[src/rtl/rfm_pkg.sv]
package rfm_pkg;
   localparam int unsigned DEF_CNT_W  = 32;
   localparam int unsigned DEF_TIME_W = 32;
   localparam int unsigned DEF_SYNC   = 2;

   typedef enum logic {
      WIN_IDLE = 1'b0,
      WIN_OPEN = 1'b1
   } win_state_t;
endpackage

[src/rtl/rfm_edge_sync.sv]
module rfm_edge_sync #(
   parameter int unsigned STAGES = 2
) (
   input  logic clk,
   input  logic rst_n,
   input  logic din,
   output logic level,
   output logic rise
);
   logic [STAGES-1:0] chain;
   logic              level_d;

   generate
      if (STAGES == 1) begin : g_single
         always_ff @(posedge clk) begin
            if (!rst_n) chain <= '0;
            else        chain <= din;
         end
      end else begin : g_multi
         always_ff @(posedge clk) begin
            if (!rst_n) chain <= '0;
            else        chain <= {chain[STAGES-2:0], din};
         end
      end
   endgenerate

   always_ff @(posedge clk) begin
      if (!rst_n) level_d <= 1'b0;
      else        level_d <= chain[STAGES-1];
   end

   assign level = chain[STAGES-1];
   assign rise  = chain[STAGES-1] & ~level_d;
endmodule

[src/rtl/rfm_idle_watch.sv]
module rfm_idle_watch #(
   parameter int unsigned TIME_W = 32
) (
   input  logic              clk,
   input  logic              rst_n,
   input  logic              rise,
   input  logic [TIME_W-1:0] limit,
   output logic              expire,
   output logic              no_input
);
   localparam logic [TIME_W-1:0] IDLE_MAX = '1;

   logic [TIME_W-1:0] idle_q;
   logic [TIME_W:0]   idle_inc;

   assign idle_inc = {1'b0, idle_q} + 1'b1;
   assign expire   = !rise && !no_input && (idle_inc >= {1'b0, limit});

   always_ff @(posedge clk) begin
      if (!rst_n) begin
         idle_q   <= '0;
         no_input <= 1'b0;
      end else if (rise) begin
         idle_q   <= '0;
         no_input <= 1'b0;
      end else begin
         if (idle_q != IDLE_MAX) idle_q <= idle_q + 1'b1;
         if (expire)             no_input <= 1'b1;
      end
   end
endmodule

[src/rtl/rfm_window.sv]
module rfm_window
   import rfm_pkg::*;
#(
   parameter int unsigned CNT_W  = 32,
   parameter int unsigned TIME_W = 32
) (
   input  logic              clk,
   input  logic              rst_n,
   input  logic              rise,
   input  logic              level,
   input  logic              expire,
   input  logic [CNT_W-1:0]  target,
   input  logic [TIME_W-1:0] stamp,
   output logic              res_valid,
   output logic [CNT_W-1:0]  res_cycles,
   output logic [TIME_W-1:0] res_clks,
   output logic [TIME_W-1:0] res_high,
   output logic [TIME_W-1:0] res_low
);
   win_state_t        state_q;
   logic [TIME_W-1:0] open_stamp;
   logic [CNT_W-1:0]  edges_q;
   logic [TIME_W-1:0] high_q;
   logic [CNT_W-1:0]  goal;
   logic [CNT_W:0]    edges_inc;
   logic [TIME_W-1:0] span;
   logic              closing;

   assign goal      = (target == '0) ? {{(CNT_W-1){1'b0}}, 1'b1} : target;
   assign edges_inc = {1'b0, edges_q} + 1'b1;
   assign span      = stamp - open_stamp;
   assign closing   = rise && (state_q == WIN_OPEN) && (edges_inc >= {1'b0, goal});

   always_ff @(posedge clk) begin
      if (!rst_n) begin
         state_q    <= WIN_IDLE;
         open_stamp <= '0;
         edges_q    <= '0;
         high_q     <= '0;
         res_valid  <= 1'b0;
         res_cycles <= '0;
         res_clks   <= '0;
         res_high   <= '0;
         res_low    <= '0;
      end else begin
         res_valid <= 1'b0;
         if (closing) begin
            res_valid  <= 1'b1;
            res_cycles <= edges_inc[CNT_W-1:0];
            res_clks   <= span;
            res_high   <= high_q;
            res_low    <= span - high_q;
            open_stamp <= stamp;
            edges_q    <= '0;
            high_q     <= {{(TIME_W-1){1'b0}}, 1'b1};
         end else if (rise && state_q == WIN_OPEN) begin
            edges_q <= edges_inc[CNT_W-1:0];
            high_q  <= high_q + 1'b1;
         end else if (rise) begin
            state_q    <= WIN_OPEN;
            open_stamp <= stamp;
            edges_q    <= '0;
            high_q     <= {{(TIME_W-1){1'b0}}, 1'b1};
         end else if (expire) begin
            state_q <= WIN_IDLE;
         end else if (state_q == WIN_OPEN && level) begin
            high_q <= high_q + 1'b1;
         end
      end
   end
endmodule

[src/rtl/recip_freq_meter.sv]
module recip_freq_meter
   import rfm_pkg::*;
#(
   parameter int unsigned CNT_W       = DEF_CNT_W,
   parameter int unsigned TIME_W      = DEF_TIME_W,
   parameter int unsigned SYNC_STAGES = DEF_SYNC
) (
   input  logic              clk,
   input  logic              rst_n,
   input  logic              sig_in,
   input  logic [CNT_W-1:0]  target_cycles,
   input  logic [TIME_W-1:0] timeout_clks,
   output logic              meas_valid,
   output logic [CNT_W-1:0]  meas_cycles,
   output logic [TIME_W-1:0] meas_clks,
   output logic [TIME_W-1:0] meas_high,
   output logic [TIME_W-1:0] meas_low,
   output logic              no_input
);
   generate
      if (CNT_W < 2 || CNT_W > 64) begin : g_bad_cnt
         $error("CNT_W must lie in 2..64");
      end
      if (TIME_W < 4 || TIME_W > 64) begin : g_bad_time
         $error("TIME_W must lie in 4..64");
      end
      if (SYNC_STAGES < 1 || SYNC_STAGES > 4) begin : g_bad_sync
         $error("SYNC_STAGES must lie in 1..4");
      end
   endgenerate

   logic              sync_level;
   logic              edge_rise;
   logic              idle_expire;
   logic [TIME_W-1:0] stamp_q;

   always_ff @(posedge clk) begin
      if (!rst_n) stamp_q <= '0;
      else        stamp_q <= stamp_q + 1'b1;
   end

   rfm_edge_sync #(.STAGES(SYNC_STAGES)) u_sync (
      .clk   (clk),
      .rst_n (rst_n),
      .din   (sig_in),
      .level (sync_level),
      .rise  (edge_rise)
   );

   rfm_idle_watch #(.TIME_W(TIME_W)) u_idle (
      .clk      (clk),
      .rst_n    (rst_n),
      .rise     (edge_rise),
      .limit    (timeout_clks),
      .expire   (idle_expire),
      .no_input (no_input)
   );

   rfm_window #(.CNT_W(CNT_W), .TIME_W(TIME_W)) u_win (
      .clk        (clk),
      .rst_n      (rst_n),
      .rise       (edge_rise),
      .level      (sync_level),
      .expire     (idle_expire),
      .target     (target_cycles),
      .stamp      (stamp_q),
      .res_valid  (meas_valid),
      .res_cycles (meas_cycles),
      .res_clks   (meas_clks),
      .res_high   (meas_high),
      .res_low    (meas_low)
   );
endmodule

[config.mk]
export PLATFORM = sky130hd
export DESIGN_NAME = recip_freq_meter
export DESIGN_NICKNAME = d
export VERILOG_FILES = /design/src/rtl/rfm_pkg.sv /design/src/rtl/rfm_edge_sync.sv /design/src/rtl/rfm_idle_watch.sv /design/src/rtl/rfm_window.sv /design/src/rtl/recip_freq_meter.sv
export SDC_FILE = /design/constraint.sdc
export NUM_CORES = 1
export LEC_CHECK = 0
export ABC_AREA = 1
export CAP_MARGIN = 15
export CORE_MARGIN = 2
export CORE_UTILIZATION = 51
export DETAILED_ROUTE_END_ITERATION = 16
export PLACE_DENSITY_LB_ADDON = 0.08
export SKIP_LAST_GASP = 1
export SLEW_MARGIN = 20
export SYNTH_ARGS = -nofsm -noshare
export SYNTH_HDL_FRONTEND = slang
export SYNTH_HIERARCHICAL = 1
export SYNTH_SLANG_ARGS = --single-unit
[constraint.sdc]
create_clock -name clk -period 4.6 [get_ports clk]
set_input_delay 0.69 -clock clk [delete_from_list [all_inputs] [get_ports clk]]
set_output_delay 0.69 -clock clk [all_outputs]
set_load 0.05 [all_outputs]
== Yosys cells after proc, flatten, opt, wreduce, memory -nomap -nowiden ==
Index checks and enable logic that the tools add are counted.

* Register bits after elaboration: 294
* Output and inout bits: 130
* Word-level logic and storage cells: 66

* Add/sub/neg operators: 7
* Order comparisons: 2
* Eq/ne operators: 4
* Multiplexer cells: 14
* Bitwise operators: 5
* Reductions and logical operators: 19

{| class="wikitable"
|+ Operators with widths
! kind !! number
|-
| 32-bit 2-to-1 mux || 10
|-
| 32-bit by 1-bit adder with 32-bit output (second input constant) || 3
|-
| 32-bit by 1-bit adder with 33-bit output (second input constant) || 2
|-
| 33-bit by 32-bit greater-or-equal comparator with 1-bit output || 2
|-
| 32-bit subtractor || 2
|-
| 32-bit zero test || 1
|-
| 32-bit inequality test (second input constant) || 1
|-
| 2-bit AND reduction || 3
|-
| 2-bit nonzero test || 3
|-
| 1-bit logical AND || 5
|-
| 1-bit 2-to-1 mux || 4
|-
| 4-bit by 1-bit inequality test with 1-bit output (second input constant) || 1
|-
| 1-bit inverter || 4
|-
| 4-bit nonzero test || 1
|-
| 2-bit OR reduction || 2
|-
| 3-bit by 1-bit inequality test with 1-bit output (second input constant) || 1
|-
| 3-bit AND reduction || 1
|-
| 3-bit nonzero test || 1
|-
| 1-bit zero test || 2
|-
| 2-bit by 1-bit inequality test with 1-bit output (second input constant) || 1
|-
| 1-bit AND || 1
|}

== Longest topological paths before layout ==
* Depth in word-level cells: 9
* Depth in mapped cells: 32

== By module ==
The synthesis kept the hierarchy.

{| class="wikitable"
|+ Modules (own cells, without submodules)
! module !! instances !! cells an instance !! area an instance (µm²)
|-
| rfm_window || 1 || 2107 || 14071.0
|-
| rfm_idle_watch || 1 || 435 || 2806.4
|-
| recip_freq_meter || 1 || 249 || 1674.1
|-
| rfm_edge_sync || 1 || 11 || 92.6
|}

== Worst setup path after synthesis ==
Ideal clock, no wire load.

* Path kind: register to register
* From: register u_idle.idle_q[0]
* To: register u_win.high_q[20]
* Arrival: 3.561 ns
* Data required time: 4.535 ns
* Path slack: 0.974 ns
* Stages on the path, launching flop included: 32
* Path through: dfxtp_1 -> ha_1 -> nand2_1 -> nor2_4 -> nand4_1 -> nor2_1 -> nand3_1 -> xor2_1 -> inv_1 -> ha_1 -> nand2_1 -> nor2_1 -> nand2_1 -> nor2_1 -> nand2_1 -> nand2_1 -> nor2_1 -> nand2_1 -> nor2_2 -> a21oi_1 -> nand2_1 -> nand2_1 -> buf_2 -> nor3_2 -> nand2_1 -> nor2_1 -> nand2_2 -> nor2_4 -> nand2_1 -> o21ai_0 -> nand3_1 -> nor2_1

* Longest elaborated chain between the ends: 5

{| class="wikitable"
|+ RTL lines
! element !! RTL line !! source
|-
| start: declaration || rfm_idle_watch.sv:13 || <nowiki>logic [TIME_W-1:0] idle_q;</nowiki>
|-
| start signal: assignment || rfm_idle_watch.sv:27 || <nowiki>if (idle_q != IDLE_MAX) idle_q <= idle_q + 1'b1;</nowiki>
|-
| 32-bit by 1-bit adder with 33-bit output || rfm_idle_watch.sv:16 || <nowiki>assign idle_inc = {1'b0, idle_q} + 1'b1;</nowiki>
|-
| via u_idle.idle_inc[22] || rfm_idle_watch.sv:14 || <nowiki>logic [TIME_W:0] idle_inc;</nowiki>
|-
| 33-bit by 32-bit greater-or-equal comparator with 1-bit output || rfm_idle_watch.sv:17 || <nowiki>assign expire = !rise && !no_input && (idle_inc >= {1'b0, limit});</nowiki>
|-
| 1-bit logical AND || rfm_idle_watch.sv:17 ||
|-
| via idle_expire || recip_freq_meter.sv:34 || <nowiki>logic idle_expire;</nowiki>
|-
| 3-bit by 1-bit inequality test with 1-bit output (no source line) || - ||
|-
| 2-bit AND reduction (no source line) || - ||
|-
| end signal: assignment || rfm_window.sv:55 || <nowiki>high_q <= {{(TIME_W-1){1'b0}}, 1'b1};</nowiki>
|-
| end signal: assignment || rfm_window.sv:58 || <nowiki>high_q <= high_q + 1'b1;</nowiki>
|-
| end signal: assignment || rfm_window.sv:63 || <nowiki>high_q <= {{(TIME_W-1){1'b0}}, 1'b1};</nowiki>
|-
| end: declaration || rfm_window.sv:23 || <nowiki>logic [TIME_W-1:0] high_q;</nowiki>
|}

The timed path passes the listed nets, and every way through them passes these cells.
A chain may end at the register's enable or synchronous reset.

== Worst setup path after layout ==
* From: register u_win.edges_q[17]
* To: register u_win.res_low[4]

* Longest elaborated chain between the ends: 3

{| class="wikitable"
|+ RTL lines
! element !! RTL line !! source
|-
| start: declaration || rfm_window.sv:22 || <nowiki>logic [CNT_W-1:0] edges_q;</nowiki>
|-
| start signal: assignment || rfm_window.sv:57 || <nowiki>edges_q <= edges_inc[CNT_W-1:0];</nowiki>
|-
| 32-bit by 1-bit adder with 33-bit output || rfm_window.sv:30 || <nowiki>assign edges_inc = {1'b0, edges_q} + 1'b1;</nowiki>
|-
| via u_win.edges_inc[27] || rfm_window.sv:25 || <nowiki>logic [CNT_W:0] edges_inc;</nowiki>
|-
| 33-bit by 32-bit greater-or-equal comparator with 1-bit output || rfm_window.sv:32 || <nowiki>assign closing = rise && (state_q == WIN_OPEN) && (edges_inc >= {1'b0, goal});</nowiki>
|-
| 1-bit logical AND || rfm_window.sv:32 ||
|-
| end signal: assignment || rfm_window.sv:52 || <nowiki>res_low <= span - high_q;</nowiki>
|-
| end: declaration || rfm_window.sv:18 || <nowiki>output logic [TIME_W-1:0] res_low</nowiki>
|}

The timed path passes the listed nets, and every way through them passes these cells.

==> impl_metrics.csv <==
group,metric,value,unit
power,vdd.ir_drop.worst,286,µV
floorplanning,io_pins,197,
global_routing,antenna_found_initial,0,
worst_hold_path,hold_path_class,"reg -> reg",
global_routing,grt_pass1_wl,93900,µm
floorplanning,die_y,195,µm
worst_setup_path,cp.arrival,4.68,ns
timing,fin_setup_tns,0,ns
global_routing,globalRouteOverflowTotal,0,
worst_setup_path,path_cells,"nand2_1, nor2_1, nand2_1, nor3_1, nand4_1, xor2_1, ha_1, nand2_1, nor2_1, nand3_1, nor2_1, nand2_1, nand2_1, a21oi_1, nand4_4, nand2_8, buf_16, buf_4, nand3_1, o21ai_0",
synthesis,synth_seq_area_share,31.6,%
global_routing,grt_max_degree,150,
worst_setup_path,crit_top_cell,"nand2_1",
detailed_routing,post-route-drc-count,0,
detailed_routing,wirelength,59300,µm
detailed_routing,final_antenna_net_count,0,
cts,cts_buffers,35,
cts,cts.sinks,294,
power,cellPowerDensity,307,nW/µm²
detailed_routing,vias,18900,
detailed_routing,drtIter0Drc,1460,
worst_hold_path,worstHoldEndpoint,"u_sync/chain[1]",
synthesis,syn-num-nets,3001,
worst_setup_path,path_delay_family,"simple AND/OR/NAND/NOR gates",
timing,maxSlewHeadroom,32.8,%
status,outcome,"complete, no violations",
worst_setup_path,endpoint_kind,"flop",
synthesis,yosys_register_bits,294,
cts,hold_buffers,0,
synthesis,synth_cell_types,47,
placed_design,hpwl,45900,µm
worst_setup_path,rrSetupSlack,0.37,ns
worst_setup_path,rr_endpoint,"u_win/res_low[4]",
worst_setup_path,r2r_cells,20,
placed_design,dp_cells,3413,
worst_setup_path,path_max_fanout,75,
worst_setup_path,critPathLaunchType,"flop",
floorplanning,dieArea,38100,µm²
timing,tightest_slew,1.01,ns
worst_setup_path,reg2reg_from,"u_win/edges_q[17]",
worst_setup_path,critPathKind,"reg -> reg",
finish,layout.nets,3189,
floorplanning,core,36300,µm²
global_routing,grt_pass1_vias,18100,
cts,clockBufferDepth,3,
finish,stdcell_count,3483,
detailed_routing,viasPerCell,5.43,
finish,area_growth,20.1,%
timing,finalMaxSlewViolations,0,
synthesis,synth_area,18600,µm²
global_routing,grtUsageTotal,30.6,%
timing,max_freq,236,MHz
synthesis,synthFlopType,"dfxtp_1",
placed_design,port_buffers,196,
worst_setup_path,crit_required,5.05,ns
synthesis,ys_warn_count,6,
job,maxCapViolCount,0,
floorplanning,start_util,51.3,%
timing,hold_viol,0,
synthesis,syn_avg_cell_area,6.65,µm²
cts,cts.htree.levels,2,
detailed_routing,post_drt_wl_per_cell,17.0,µm
timing,fin_crit_sh,92.0,%
worst_hold_path,min_path_cells,2,
cts,cts_tree,"yes",
floorplanning,die_w,195,µm
worst_setup_path,max_stage_delay,0.45,ns
timing,fin_crit,4.23,ns
finish,drive_gt1_share,5.64,%
synthesis,synth-edff-count,0,
detailed_routing,firstDrtPassIters,6,
finish,antennaDiodeCount,0,
cts,cts.clk_slew.worst_paths,0.06,ns
worst_hold_path,min_from,"u_sync/chain[0]",
power,leakage,10.1,nW
synthesis,synthCells,2802,
worst_setup_path,critPathSlowestCell,"xor2_1",
cts,clock_latency,0.55,ns
worst_setup_path,worst-path-buf-inv,2,
cts,cts_root_buf,"clkbuf_16",
placed_design,place_congestion,0.978,
timing,clock_skew,0.0203,ns
synthesis,ys_async_sr_fraction,0,%
floorplanning,rows,70,
timing,setup_viol,0,
timing,rsz0062_at_grt,"no",
==> metrics by stage <==
step                instance area [µm²]  setup slack, ns  utilization (%)  hold slack, ns  power [mW]
finish                            22400            0.369             61.6           0.422        6.87
global route                      22400          0.00135             61.6           0.437        7.15
global placement                  21100            0.445             58.0           0.418        3.93
CTS                               22300            0.299             61.3           0.425        6.91
floorplan                         18600            0.974                -           0.386        3.51
detailed placement                21100            0.300             58.0           0.410        3.94
==> logic make-up after synthesis <==
| kind of cell | share of synthesized area (%) |
|---|---|
| AOI/OAI and AO/OA | 11.7 |
| xor gates and xnor gates | 5.12 |
| DFF | 31.6 |
| adders and majority gates | 8.94 |
| buffers and inverters | 8.98 |
| and+or+nand+nor | 33.6 |
==> worst min-delay path, stage by stage (launching register included) <==
cell	delay [ns]
dfxtp_1	0.30
nand2_1	0.05
inv_1	0.03
==> report_power, final <==
| part | switching [mW] | total (mW) | internal (mW) |
|---|---|---|---|
| registers | 0.0117 | 2.58 | 2.57 |
| logic | 0.872 | 1.32 | 0.452 |
| clock network | 1.14 | 2.96 | 1.82 |
==> cells in the final DEF, fill, tap and decap left out, types with 10 or more instances in the layout <==
cell / count
o21bai_1: 13
inv_1: 332
nand4_1: 33
or2_2: 10
nand3_1: 272
xor2_1: 71
dfxtp_1: 293
a21oi_1: 216
o21ai_0: 130
nor3_1: 56
a21o_1: 11
xnor2_1: 38
clkbuf_16: 38
clkdlybuf4s50_1: 195
buf_4: 33
nor2_2: 15
nor4_1: 16
a22oi_1: 15
nor2_4: 14
nand2_2: 13
ha_1: 130
nor2_1: 291
nand2_1: 684
==> state kept, by name, summed over array words and instances, names as in the netlist <==
name and flops:
u_idle/idle_q 32, u_idle/no_input 1, u_sync/level_d 1, u_win/res_cycles 32
stamp_q 32, u_win/open_stamp 32, u_sync/chain 2, u_win/res_low 32
u_win/state_q 1, u_win/res_clks 32, u_win/res_valid 1, u_win/res_high 32
u_win/edges_q 32, u_win/high_q 32
==> Yosys cell counts, types with 2 or more instances <==
cell type / n / area, µm²
xor2_1: 71 / 622
fa_1: 2 / 40.0
nor3b_1: 2 / 15.0
nand2_1: 687 / 2580
clkinv_1: 2 / 7.51
xnor2_1: 38 / 333
o21ai_1: 5 / 25.0
clkbuf_1: 31 / 116
buf_1: 15 / 56.3
a21oi_1: 216 / 1080
o21bai_1: 13 / 97.6
nor4_1: 16 / 100
nand2_2: 10 / 62.6
buf_6: 5 / 56.3
dfxtp_1: 294 / 5890
inv_2: 7 / 26.3
nor2_8: 2 / 40.0
and3_1: 3 / 18.8
a21o_1: 11 / 82.6
nor2_1: 294 / 1100
nand3_1: 272 / 1360
nor3_1: 56 / 280
nand3b_1: 2 / 15.0
nor2_2: 11 / 68.8
nand4_1: 33 / 206
nand3_2: 3 / 30.0
nor2_4: 14 / 158
nor3_2: 4 / 40.0
inv_1: 332 / 1250
o21a_1: 8 / 60.1
buf_2: 30 / 150
nand2_4: 4 / 45.0
a22oi_1: 15 / 113
o211ai_1: 3 / 22.5
a31oi_1: 5 / 31.3
o21ai_0: 132 / 661
and2_1: 5 / 31.3
buf_4: 2 / 15.0
ha_1: 130 / 1630
or2_2: 10 / 62.6
==> final cells by class <==
class,instances,area [µm²]
sequential,294,5890
clock inverter,15,219
tap,468,586
timing repair buffer,233,2300
inverter,341,1280
fill,3497,14000
clock buffer,47,1000
multi-input combinational,2085,11100
==> layer usage <==
layer,global-route usage [%],share of wire [%],up-vias
met5,0,0,-
met4,12.0,4.1,0
met3,4.68,5.1,131
met2,53.5,48,521
met1,37.8,43,8764
li1,-,-,9501
==> how the worst max path moves through the flow <==
stage,slack [ns],depth (start not counted),from,endpoint
2_1_floorplan,0.97,31,u_idle/idle_q[0],u_win/high_q[20]
3_3_place_gp,0.45,27,u_idle/idle_q[0],u_win/high_q[27]
3_5_place_dp,0.30,18,target_cycles[8],u_win/res_low[4]
4_1_cts,0.30,21,u_win/edges_q[0],u_win/res_low[4]
5_1_grt,0.001,28,u_idle/idle_q[0],u_win/high_q[22]
6_report,0.37,20,u_win/edges_q[17],u_win/res_low[4]
==> what timing repair did <==
action                     4_1_cts  5_1_grt
hold endpoints to repair         0        0
resized for setup                0        9
setup buffers                    0        6
setup endpoints to repair        0       68
(Power assumes the default switching activity.)
